[src/rtl/pbw_pkg.sv]
package pbw_pkg;
  localparam logic [31:0] CODE_OK   = 32'h8000_0000;
  localparam logic [31:0] CODE_ERR  = 32'h8000_0001;
  localparam logic [31:0] RESP_FLAG = 32'h8000_0000;
  localparam int unsigned MIN_BUF_BYTES = 12;
  localparam int unsigned TAG_HDR_WORDS = 3;
  localparam int unsigned HDR_WORDS = 2;

  typedef enum logic [3:0] {
    ST_IDLE, ST_RWAIT, ST_RCAP, ST_NEXT, ST_CHK, ST_OFFER, ST_ANSWER, ST_WWAIT
  } walk_st_t;

  typedef enum logic [2:0] {
    FD_SIZE, FD_CODE, FD_ID, FD_BSZ, FD_LEN
  } field_t;
endpackage

[src/rtl/pbw_bounds.sv]
module pbw_bounds #(
  parameter int unsigned MAX_VAL_BYTES = 1024
) (
  input  logic [31:0] cur_i,
  input  logic [31:0] limit_i,
  input  logic [31:0] bsz_i,
  output logic [31:0] next_cur_o,
  output logic        overrun_o,
  output logic        too_big_o
);
  import pbw_pkg::*;
  logic [31:0] val_words;

  always_comb begin
    val_words  = (bsz_i >> 2) + {31'd0, |bsz_i[1:0]};
    next_cur_o = cur_i + TAG_HDR_WORDS + val_words;
    overrun_o  = next_cur_o > limit_i;
    too_big_o  = bsz_i > MAX_VAL_BYTES;
  end
endmodule

[src/rtl/pbw_rsp_fmt.sv]
module pbw_rsp_fmt (
  input  logic [30:0] rsp_len_i,
  input  logic [31:0] bsz_i,
  output logic [31:0] word_o
);
  import pbw_pkg::*;
  logic [31:0] len_ext;

  always_comb begin
    len_ext = {1'b0, rsp_len_i};
    word_o  = RESP_FLAG | ((len_ext > bsz_i) ? bsz_i : len_ext);
  end
endmodule

[src/rtl/pbw_walker.sv]
module pbw_walker #(
  parameter int unsigned AW            = 10,
  parameter int unsigned MAX_VAL_BYTES = 1024
) (
  input  logic              clk,
  input  logic              rst,
  input  logic              start_i,
  input  logic [AW+1:0]     base_addr_i,
  output logic              busy_o,
  output logic              done_o,
  output logic              err_o,
  output logic [AW+1:0]     ret_addr_o,
  output logic              mem_rd_o,
  output logic              mem_wr_o,
  output logic [AW-1:0]     mem_addr_o,
  output logic [31:0]       mem_wdata_o,
  input  logic [31:0]       mem_rdata_i,
  output logic              tag_valid_o,
  input  logic              tag_ready_i,
  output logic [31:0]       tag_id_o,
  output logic [31:0]       tag_bufsz_o,
  output logic [31:0]       tag_reqlen_o,
  output logic [AW-1:0]     tag_val_addr_o,
  output logic              rsp_ready_o,
  input  logic              rsp_valid_i,
  input  logic [30:0]       rsp_len_i
);
  import pbw_pkg::*;

  localparam int unsigned BW = AW + 2;
  localparam logic [BW-1:0] ALIGN_MASK = ~BW'(15);

  walk_st_t    st;
  field_t      fd;
  logic [31:0] base_w, cur, limit, size_r, id_r, bsz_r;
  logic        closing;
  logic [BW-1:0] aligned_b;
  logic [31:0] next_cur, wb_word;
  logic        overrun, too_big;

  assign aligned_b = base_addr_i & ALIGN_MASK;

  pbw_bounds #(.MAX_VAL_BYTES(MAX_VAL_BYTES)) u_bounds (
    .cur_i(cur), .limit_i(limit), .bsz_i(bsz_r),
    .next_cur_o(next_cur), .overrun_o(overrun), .too_big_o(too_big)
  );

  pbw_rsp_fmt u_fmt (
    .rsp_len_i(rsp_len_i), .bsz_i(bsz_r), .word_o(wb_word)
  );

  always_ff @(posedge clk) begin
    if (rst) begin
      st <= ST_IDLE; fd <= FD_SIZE;
      busy_o <= 1'b0; done_o <= 1'b0; err_o <= 1'b0; ret_addr_o <= '0;
      mem_rd_o <= 1'b0; mem_wr_o <= 1'b0; mem_addr_o <= '0; mem_wdata_o <= '0;
      tag_valid_o <= 1'b0; rsp_ready_o <= 1'b0;
      tag_id_o <= '0; tag_bufsz_o <= '0; tag_reqlen_o <= '0; tag_val_addr_o <= '0;
      base_w <= '0; cur <= '0; limit <= '0; size_r <= '0; id_r <= '0; bsz_r <= '0;
      closing <= 1'b0;
    end else begin
      mem_rd_o <= 1'b0;
      mem_wr_o <= 1'b0;
      done_o   <= 1'b0;
      case (st)
        ST_IDLE: if (start_i) begin
          base_w     <= 32'(aligned_b >> 2);
          ret_addr_o <= aligned_b;
          busy_o     <= 1'b1;
          err_o      <= 1'b0;
          closing    <= 1'b0;
          mem_rd_o   <= 1'b1;
          mem_addr_o <= AW'(aligned_b >> 2);
          fd         <= FD_SIZE;
          st         <= ST_RWAIT;
        end
        ST_RWAIT: st <= ST_RCAP;
        ST_RCAP: begin
          case (fd)
            FD_SIZE: begin
              size_r     <= mem_rdata_i;
              limit      <= base_w + (mem_rdata_i >> 2) + {31'd0, |mem_rdata_i[1:0]};
              mem_rd_o   <= 1'b1;
              mem_addr_o <= AW'(base_w + 1);
              fd         <= FD_CODE;
              st         <= ST_RWAIT;
            end
            FD_CODE: begin
              if (size_r < MIN_BUF_BYTES || mem_rdata_i != 32'd0) begin
                mem_wr_o <= 1'b1; mem_addr_o <= AW'(base_w + 1);
                mem_wdata_o <= CODE_ERR; err_o <= 1'b1; closing <= 1'b1;
                st <= ST_WWAIT;
              end else begin
                cur <= base_w + HDR_WORDS;
                st  <= ST_NEXT;
              end
            end
            FD_ID: begin
              id_r <= mem_rdata_i;
              if (mem_rdata_i == 32'd0) begin
                mem_wr_o <= 1'b1; mem_addr_o <= AW'(base_w + 1);
                mem_wdata_o <= CODE_OK; closing <= 1'b1;
                st <= ST_WWAIT;
              end else begin
                mem_rd_o <= 1'b1; mem_addr_o <= AW'(cur + 1);
                fd <= FD_BSZ; st <= ST_RWAIT;
              end
            end
            FD_BSZ: begin
              bsz_r <= mem_rdata_i;
              st    <= ST_CHK;
            end
            default: begin
              tag_id_o       <= id_r;
              tag_bufsz_o    <= bsz_r;
              tag_reqlen_o   <= mem_rdata_i & ~RESP_FLAG;
              tag_val_addr_o <= AW'(cur + TAG_HDR_WORDS);
              tag_valid_o    <= 1'b1;
              st             <= ST_OFFER;
            end
          endcase
        end
        ST_NEXT: begin
          if (cur >= limit) begin
            mem_wr_o <= 1'b1; mem_addr_o <= AW'(base_w + 1);
            mem_wdata_o <= CODE_ERR; err_o <= 1'b1; closing <= 1'b1;
            st <= ST_WWAIT;
          end else begin
            mem_rd_o <= 1'b1; mem_addr_o <= AW'(cur);
            fd <= FD_ID; st <= ST_RWAIT;
          end
        end
        ST_CHK: begin
          if (too_big || overrun) begin
            mem_wr_o <= 1'b1; mem_addr_o <= AW'(base_w + 1);
            mem_wdata_o <= CODE_ERR; err_o <= 1'b1; closing <= 1'b1;
            st <= ST_WWAIT;
          end else begin
            mem_rd_o <= 1'b1; mem_addr_o <= AW'(cur + 2);
            fd <= FD_LEN; st <= ST_RWAIT;
          end
        end
        ST_OFFER: if (tag_ready_i) begin
          tag_valid_o <= 1'b0;
          rsp_ready_o <= 1'b1;
          st          <= ST_ANSWER;
        end
        ST_ANSWER: if (rsp_valid_i) begin
          rsp_ready_o <= 1'b0;
          mem_wr_o    <= 1'b1;
          mem_addr_o  <= AW'(cur + 2);
          mem_wdata_o <= wb_word;
          cur         <= next_cur;
          st          <= ST_WWAIT;
        end
        ST_WWAIT: begin
          if (closing) begin
            busy_o <= 1'b0;
            done_o <= 1'b1;
            st     <= ST_IDLE;
          end else begin
            st <= ST_NEXT;
          end
        end
        default: st <= ST_IDLE;
      endcase
    end
  end

  // Guards on the memory port and handshakes
  p_rd_single_r3: assert property (@(posedge clk) disable iff (rst)
    mem_rd_o |=> (!mem_rd_o && !mem_wr_o));
  p_no_rd_wr_r3: assert property (@(posedge clk) disable iff (rst)
    !(mem_rd_o && mem_wr_o));
  p_access_busy_r2: assert property (@(posedge clk) disable iff (rst)
    (mem_rd_o || mem_wr_o) |-> busy_o);
  p_busy_rise_r2: assert property (@(posedge clk) disable iff (rst)
    $rose(busy_o) |-> $past(start_i));
  p_done_idle_r10: assert property (@(posedge clk) disable iff (rst)
    done_o |-> (!busy_o && !tag_valid_o && !rsp_ready_o));
  p_done_pulse_r10: assert property (@(posedge clk) disable iff (rst)
    done_o |=> !done_o);
  p_offer_hold_r5: assert property (@(posedge clk) disable iff (rst)
    (tag_valid_o && !tag_ready_i) |=>
      (tag_valid_o && $stable(tag_id_o) && $stable(tag_val_addr_o) && $stable(tag_bufsz_o)));
  p_wr_flag_r7: assert property (@(posedge clk) disable iff (rst)
    mem_wr_o |-> mem_wdata_o[31]);
  p_clamp_r7: assert property (@(posedge clk) disable iff (rst)
    (mem_wr_o && !closing) |-> ({1'b0, mem_wdata_o[30:0]} <= bsz_r));
endmodule

[config.mk]
export PLATFORM = sky130hd
export DESIGN_NAME = pbw_walker
export DESIGN_NICKNAME = d
export VERILOG_FILES = /design/src/rtl/pbw_pkg.sv /design/src/rtl/pbw_bounds.sv /design/src/rtl/pbw_rsp_fmt.sv /design/src/rtl/pbw_walker.sv
export SDC_FILE = /design/constraint.sdc
export NUM_CORES = 1
export LEC_CHECK = 0
export BUFFER_PORTS_ARGS = -buffer_cell sky130_fd_sc_hd__buf_2
export CORE_ASPECT_RATIO = 1.2
export CORE_MARGIN = 2
export CORE_UTILIZATION = 45
export CTS_BUF_LIST = sky130_fd_sc_hd__clkbuf_4 sky130_fd_sc_hd__clkbuf_8
export DETAILED_ROUTE_END_ITERATION = 8
export HOLD_SLACK_MARGIN = 0.03
export MAX_ROUTING_LAYER = met4
export PLACE_DENSITY = 0.7
export SETUP_SLACK_MARGIN = 0.15
export SLEW_MARGIN = 5
export SYNTH_ARGS = -nofsm -noshare
export SYNTH_HDL_FRONTEND = slang
export SYNTH_SLANG_ARGS = --single-unit
export TNS_END_PERCENT = 30
[constraint.sdc]
create_clock -name clk -period 6.7 [get_ports clk]
set_clock_uncertainty 0.1 [all_clocks]
set_input_delay 0.335 -clock clk [delete_from_list [all_inputs] [get_ports clk]]
set_output_delay 0.335 -clock clk [all_outputs]
set_load 0.05 [all_outputs]
==> summary.md, run 1 <==
| Metric | Value |
|---|---|
| Syn Inst Count | 2363 |
| Max VDD drop | 0.213 mV |
| Max_cap viols | 0 |
| Relative slew slack | 0.248 |
| XOR/XNOR Fraction of Synth Area | 0.0584 |
| DR pass1 iterations | 6 |
| Ys async rst share | 0 |
| Post-synth EDFFs | 0 |
| Nets@finish | 2885 |
| Num Clock Sinks | 326 |
| Initial antenna violation count | 1 |
| GR Overflow Total | 0 |
| Main synth FF type | dfxtp_1 |
| Hold/Removal Path Class | primary input to register |
| Fillers | 3870 |
| Slowest cell on crit path | or4_1 |
| Die height | 227 microns |
| Setup violations, final | 0 |
| Vias in the first global route | 17900 |
| Least-Margin Pin Slew | 1130 ps |
| Setup WS pre-CTS | 235 ps |
| Max stage delay on crit path | 590 ps |
| Crit Path Category | register to register |
| Remaining antenna violation count | 0 |
| Sequential area share after synthesis | 0.351 |
| Share of layout cells above drive strength 1 | 0.183 |
| Port bufs | 237 |
| CTS Buf Count | 52 |
| Synth Cell Area | 18600 sq um |
| RSZ-0062 raised after global routing | no |
| GPL Wtd Cong | 0.937 |
| Total Wirelength | 65500 microns |
| Required @ worst endpoint | 7120 ps |
| Clock-pin slew on the worst setup and hold paths | 70 ps |
| Setup crit end kind | register |
| Post-Synth Simple-Gate Area | 0.214 |
| Crit path time final | 6280 ps |
| Tcrit/Tclk final | 0.937 |
| Synthesis Warnings | 0 |
| Clk buf depth | 3 |
| Status | completed |
| Power Density | 238 nW/um^2 |
| Largest family of logic cells by synthesized area | simple AND/OR/NAND/NOR gates |
| Die area | 43000 sq um |
| Adder-Cell Fraction of Synth Area | 0.0953 |
| Worst Setup Slack, final | 421 ps |
| Area Growth Syn to Fin | 21.2% |
| Clk_lat worst skew | 630 ps |
| LEAKAGE | 9.16 nW |
| CTS HTree Levels | 2 |
| # rows | 81 |
| DR vias | 18800 |
| Tot GR Track Use | 0.303 |
| Max Clock Freq | 159 MHz |
| CP Data Arrival Time | 6700 ps |
| Setup TNS | 0 ps |
| Drt via density | 5.79 |
| Peak fanout along the critical path | 5 |
| Die W | 190 microns |
| FF+latch count, synth | 326 |
| Largest net degree at the start of global routing | 120 |
| Initial DRC count | 1418 |
| Slew Viols, Final | 0 |
| Initial Util | 0.456 |
| Netlist cell types | 80 |
| First-pass GRT wire length | 99000 microns |
| Final HPWL DP | 47100 microns |
| Startpoint types | register |
| WL/cell | 20.2 microns |
| Clk root buf | clkbuf_8 |
| Io pins | 247 |
| Synth Area in Compound Gates | 0.206 |
| Core area | 40700 sq um |
| Mux contribution to synthesized area | 0.0215 |
| DRC Markers | 0 |
| Hold violation total from the final report | 0 |
| Avg Inst Size Synth | 7.87 sq um |
| TritonCTS clock tree | built |
==> worst max-delay path, delay by kind of cell, from the launching register on <==
family	cells	cell delay (ps)
and+or+nand+nor	8	2200
AOI/OAI and AO/OA	10	1780
adders and majority gates	3	810
buffers and inverters	4	720
DFF	1	360
xor gates and xnor gates	1	220
==> repair_timing <==
item	in CTS	in global routing
endpoints found under the setup margin	0	51
hold endpoints to repair	158	0
buffers inserted	0	3
resized for setup	0	25
hold buffers	70	0
==> routing by layer <==
metal | global-route usage | wire [microns] | vias up | part of all wire
li1 | - | - | 8848 | -
met1 | 0.372 | 26700 | 8980 | 0.41
met2 | 0.497 | 31200 | 792 | 0.48
met3 | 0.0427 | 4670 | 174 | 0.071
met4 | 0.134 | 2870 | 0 | 0.044
met5 | - | 0 | - | 0
==> power breakdown <==
part / switching (mW) / internal [mW] / leakage (nW)
Combinational: 0.842 / 0.476 / 5.90
Clock: 0.849 / 1.05 / 0.619
Sequential: 0.107 / 2.04 / 2.63
==> cells in the mapped netlist, drive strengths merged, types with 3 or more instances <==
cell type	count	area (sq um)
nand2	514	1930
dfxtp	326	6530
a21oi	288	1450
ha	140	1750
nor2	140	526
clkbuf	131	492
inv	96	360
xnor2	95	851
o21ai	70	350
nand3	57	298
nand4	42	293
mux2i	40	400
a21o	36	272
nor4	32	215
o2bb2ai	30	357
nor3	27	135
a211oi	26	195
xor2	25	234
buf	23	145
a311oi	16	140
a22oi	13	97.6
and2	13	81.3
and4	13	116
a31oi	12	90.1
o21a	12	90.1
a22o	11	96.3
nor2b	11	68.8
or3	11	68.8
and3	10	63.8
o31ai	10	88.8
nand2b	9	56.3
a221oi	8	70.1
o211ai	8	60.1
o21bai	8	60.1
or2	6	37.5
a2111oi	5	51.3
o31a	5	43.8
a41oi	4	53.8
o41ai	4	35.0
or4	4	30.0
a21boi	3	22.5
==> flip-flops by register name, summed over array words and instances, names as in the netlist, 10 cells and up <==
| name | count |
|---|---|
| bsz_r | 32 |
| cur | 32 |
| id_r | 32 |
| mem_wdata_o | 32 |
| tag_bufsz_o | 32 |
| tag_id_o | 32 |
| limit | 31 |
| tag_reqlen_o | 31 |
| size_r | 30 |
| mem_addr_o | 10 |
| tag_val_addr_o | 10 |
==> placed cells by master (no fill, tap or decap), types with 8 or more instances in the layout <==
cell	instances
a21oi_1	285
o21a_1	12
nor2_1	133
o211ai_1	8
a31oi_1	11
buf_4	88
nand2b_1	9
o21bai_1	8
o2bb2ai_1	15
clkinv_2	9
mux2i_1	40
or3_1	11
xnor2_1	92
dlygate4sd3_1	70
ha_1	139
clkbuf_4	14
nor3_1	22
nand3_1	55
nand4_1	40
a22o_1	11
and4_1	11
a221oi_1	8
a21o_1	35
a211oi_1	24
nor4_1	29
inv_1	96
a311oi_1	16
o21ai_0	63
a22oi_1	13
and2_1	13
o2bb2ai_2	15
xor2_1	23
clkbuf_8	67
nor2b_1	11
buf_2	236
dfxtp_1	326
nand2_1	513
==> kinds of logic (layout without fill, tap and decap cells) <==
| logic type | after synthesis | in the layout |
|---|---|---|
| flip-flops | 326 | 326 |
| other | 1 | 6 |
| AO/OA/AOI/OAI | 591 | 591 |
| multiplexers | 40 | 40 |
| buffers and inverters | 250 | 587 |
| adder cells (fa/ha/maj) | 141 | 141 |
| XOR/XNOR | 120 | 120 |
| AND/OR/NAND/NOR | 894 | 894 |
==> through the flow <==
step | total power [mW] | std cells | area [sq um] | hold WS, ps | util
floorplan | 2.99 | 2367 | 18600 | 332 | -
global placement | 3.41 | 3076 | 20500 | 338 | 0.504
detailed placement | 3.43 | 3076 | 20500 | 344 | 0.504
CTS | 5.35 | 3240 | 22400 | 46.7 | 0.550
global route | 5.57 | 3244 | 22500 | 63.2 | 0.553
finish | 5.36 | 3244 | 22500 | 71.7 | 0.553
==> final cells by class <==
| type | instances | area, sq um | area share |
|---|---|---|---|
| flip-flops and latches | 326 | 6530 | 0.290 |
| inverters | 96 | 360 | 0.0160 |
| diodes | 1 | 2.50 | 0.000111 |
| clock buffers | 80 | 1010 | 0.0450 |
| well taps | 539 | 674 | 0.0299 |
| repair buffers | 397 | 2600 | 0.115 |
| clock inverters | 14 | 139 | 0.00616 |
| multi-input cells | 1791 | 11200 | 0.498 |
==> final timing paths <==
path | start | endpoint | slack, ps | cells after the start
setup / recovery | cur[1]$_SDFFE_PP0P_ | mem_addr_o[5]$_SDFFE_PP0P_ | 420 | 26
hold reg to reg | tag_id_o[4]$_SDFFE_PP0P_ | tag_id_o[4]$_SDFFE_PP0P_ | 350 | 2
hold / removal | mem_rdata_i[16] | tag_reqlen_o[16]$_SDFFE_PP0P_ | 70 | 3
setup reg to reg | cur[1]$_SDFFE_PP0P_ | mem_addr_o[5]$_SDFFE_PP0P_ | 420 | 26
No activity file was read; power rests on OpenSTA's default activity.
==> inputs of run 2 (changes only) <==
--- a/config.mk
+++ b/config.mk
@@ -12,9 +12,7 @@
 export CTS_BUF_LIST = sky130_fd_sc_hd__clkbuf_4 sky130_fd_sc_hd__clkbuf_8
 export DETAILED_ROUTE_END_ITERATION = 8
 export HOLD_SLACK_MARGIN = 0.03
-export MAX_ROUTING_LAYER = met4
-export PLACE_DENSITY = 0.7
-export SETUP_SLACK_MARGIN = 0.15
+export SETUP_SLACK_MARGIN = 0.05
 export SLEW_MARGIN = 5
 export SYNTH_ARGS = -nofsm -noshare
 export SYNTH_HDL_FRONTEND = slang
==> run 2 against run 1 <==
Global-route usage is 0.96 points lower; non-clock buffer count is 37 lower; combinational power is 4% lower; largest power group unchanged; die area stayed put; hold slack better by 21 ps; sequential share of layout area is 0.22 points higher; critical path depth is 2 lower; flip-flop and latch count stayed put; via count is 2.0% lower; maximum frequency is 0.70% higher.
==> summary.md, run 2 (synthesis results as in run 1) <==
| Metric | Value |
|---|---|
| Status | completed |
| Internal power | 3.67 mW |
| Clock-pin slew on the worst setup and hold paths | 60 ps |
| Worst-path cell chain | buf_4, ha_1, a21oi_2, or2_2, xnor2_1, ha_1, a21oi_1, nand2_1, o2111ai_1, nand3_1, a21oi_1, o21ai_0, o41ai_1, xnor2_1, ha_1, nand4_1, a211oi_1, or4_1, nor3_2, o21a_4, nand3_4, a31oi_4, buf_12, o2bb2ai_1 |
| Crit Path Category | register to register |
| DP Area | 20300 sq um |
| Hold violation total from the final report | 0 |
| LEAKAGE | 9.01 nW |
| Required @ worst endpoint | 7190 ps |
| Hold Path Stages | 3 |
| TritonCTS clock tree | built |
| Die W | 190 microns |
| Total Wirelength | 65000 microns |
| Final HPWL DP | 46500 microns |
| Share of layout cells above drive strength 1 | 0.171 |
| CTS Buf Count | 55 |
| CTS HTree Levels | 2 |
| Largest net degree at the start of global routing | 114 |
| Tcrit/Tclk final | 0.931 |
| Hold path startpoint | rsp_valid_i |
| Area Growth Syn to Fin | 20.3% |
| Tot GR Track Use | 0.294 |
| Port bufs | 237 |
| Peak fanout along the critical path | 30 |
| Leading cell type in the layout, fill and taps excluded | nand2_1 |
| Worst reg2reg startpoint | cur[2]$_SDFFE_PP0P_ |
| Setup crit end kind | register |
| Most frequent cell on the critical path | ha_1 |
| Clk_lat worst skew | 670 ps |
| Relative slew slack | 0.264 |
| Core area | 40700 sq um |
| Clk pwr share | 0.381 |
| WL/cell | 20.2 microns |
| Drt via density | 5.73 |
| Post-layout util | 0.549 |
| Setup TNS | 0 ps |
| Crit path time final | 6240 ps |
| GPL Wtd Cong | 1.01 |
| DR vias | 18400 |
| Max Clock Freq | 160 MHz |
| Combinational group share of total power | 0.230 |
| Worst R2R Path Depth | 24 |
| Sw Share | 0.333 |
| RSZ-0062 raised after global routing | no |
| DRC Markers | 0 |
| Remaining antenna violation count | 0 |
| Die height | 227 microns |
| CP startpoint | cur[2]$_SDFFE_PP0P_ |
| Io pins | 247 |
| Clk buf depth | 3 |
| Nets@finish | 2851 |
| Vias in the first global route | 17600 |
| First-pass GRT wire length | 98200 microns |
| Clk root buf | clkbuf_8 |
| Commonest cells after routing, fill and taps aside | nand2_1 (513), dfxtp_1 (326), a21oi_1 (285), buf_2 (236), ha_1 (139) |
| Least-Margin Pin Slew | 1100 ps |
| Hold_ws | 92.9 ps |
| GR Overflow Total | 0 |
| Max stage delay on crit path | 580 ps |
| # rows | 81 |
| Initial DRC count | 1354 |
| Setup violations, final | 0 |
| Max VDD drop | 0.205 mV |
| Register area | 6530 sq um |
| Initial antenna violation count | 0 |
| DR pass1 iterations | 5 |
| # diodes | 0 |
| CP Data Arrival Time | 6730 ps |
| Die area | 43000 sq um |
| Num Clock Sinks | 326 |
| Max_cap viols | 0 |
| Hold/Removal Path Class | primary input to register |
| Power Density | 246 nW/um^2 |
| Sequential Power Share | 0.388 |
| Slew Viols, Final | 0 |
| Net Switching | 1.83 mW |
| Final Power | 5.50 mW |
| Startpoint types | register |
| Fillers | 3887 |
| Initial Util | 0.456 |
| Multi-input gate area | 11200 sq um |
| Final Cell Area | 22400 sq um |
| Slowest cell on crit path | or4_1 |
## run 2: cell types whose count changed in the layout (fill, tap and decap cells not counted), moves of 3 or more
cell | before | now
clkbuf_4 | 14 | 7
buf_4 | 88 | 51
nor2_1 | 133 | 138
nor2_2 | 6 | 2
clkinv_2 | 9 | 12
clkbuf_8 | 67 | 76
## run 2: critical path: cells and delay by family (launching register included)
family	cells	cell delay (ps)
compound gates	10	1980
simple gates	7	1720
fa+ha+maj	3	1000
xor+xnor	2	540
buf+inv	2	420
flops	1	330
## run 2: per-stage QoR
stage	cells	setup WS (ps)
floorplan	2367	652
global placement	3040	286
detailed placement	3040	269
CTS	3213	211
global route	3214	28.6
finish	3214	464
## run 2: final cells by class
type / instances / area share
tap: 539 / 0.0302
multi-input combinational: 1791 / 0.500
timing repair buffer: 360 / 0.103
inverter: 96 / 0.0161
clock buffer: 82 / 0.0485
sequential: 326 / 0.292
clock inverter: 20 / 0.0101
## run 2: layer usage
layer / share of wire / GRT usage
met4: 0.054 / 0.152
met2: 0.47 / 0.489
met1: 0.41 / 0.364
met5: 0 / 0
met3: 0.066 / 0.0517
## run 2: timing repair
action / 4_1_cts / 5_1_grt
setup buffers: 0 / 1
resized for setup: 0 / 19
endpoints found under the setup margin: 0 / 51
hold buffers: 71 / 0
endpoints found under the hold margin: 179 / 0
## run 2: final timing paths
check | slack [ps] | end
hold reg to reg | 350 | tag_id_o[0]$_SDFFE_PP0P_
setup / recovery | 460 | mem_wdata_o[29]$_SDFFE_PP0P_
hold / removal | 90 | st[0]$_SDFFE_PP0P_
setup reg to reg | 460 | mem_wdata_o[29]$_SDFFE_PP0P_
## run 2: power groups by stage
stage	clock [mW]	combinational, mW	sequential, mW
4_1_cts	2.13	1.23	2.13
3_5_place_dp	0	1.19	2.18
2_1_floorplan	0	0.730	2.26
3_3_place_gp	0	1.17	2.17
5_1_grt	2.22	1.36	2.14
6_report	2.10	1.27	2.14
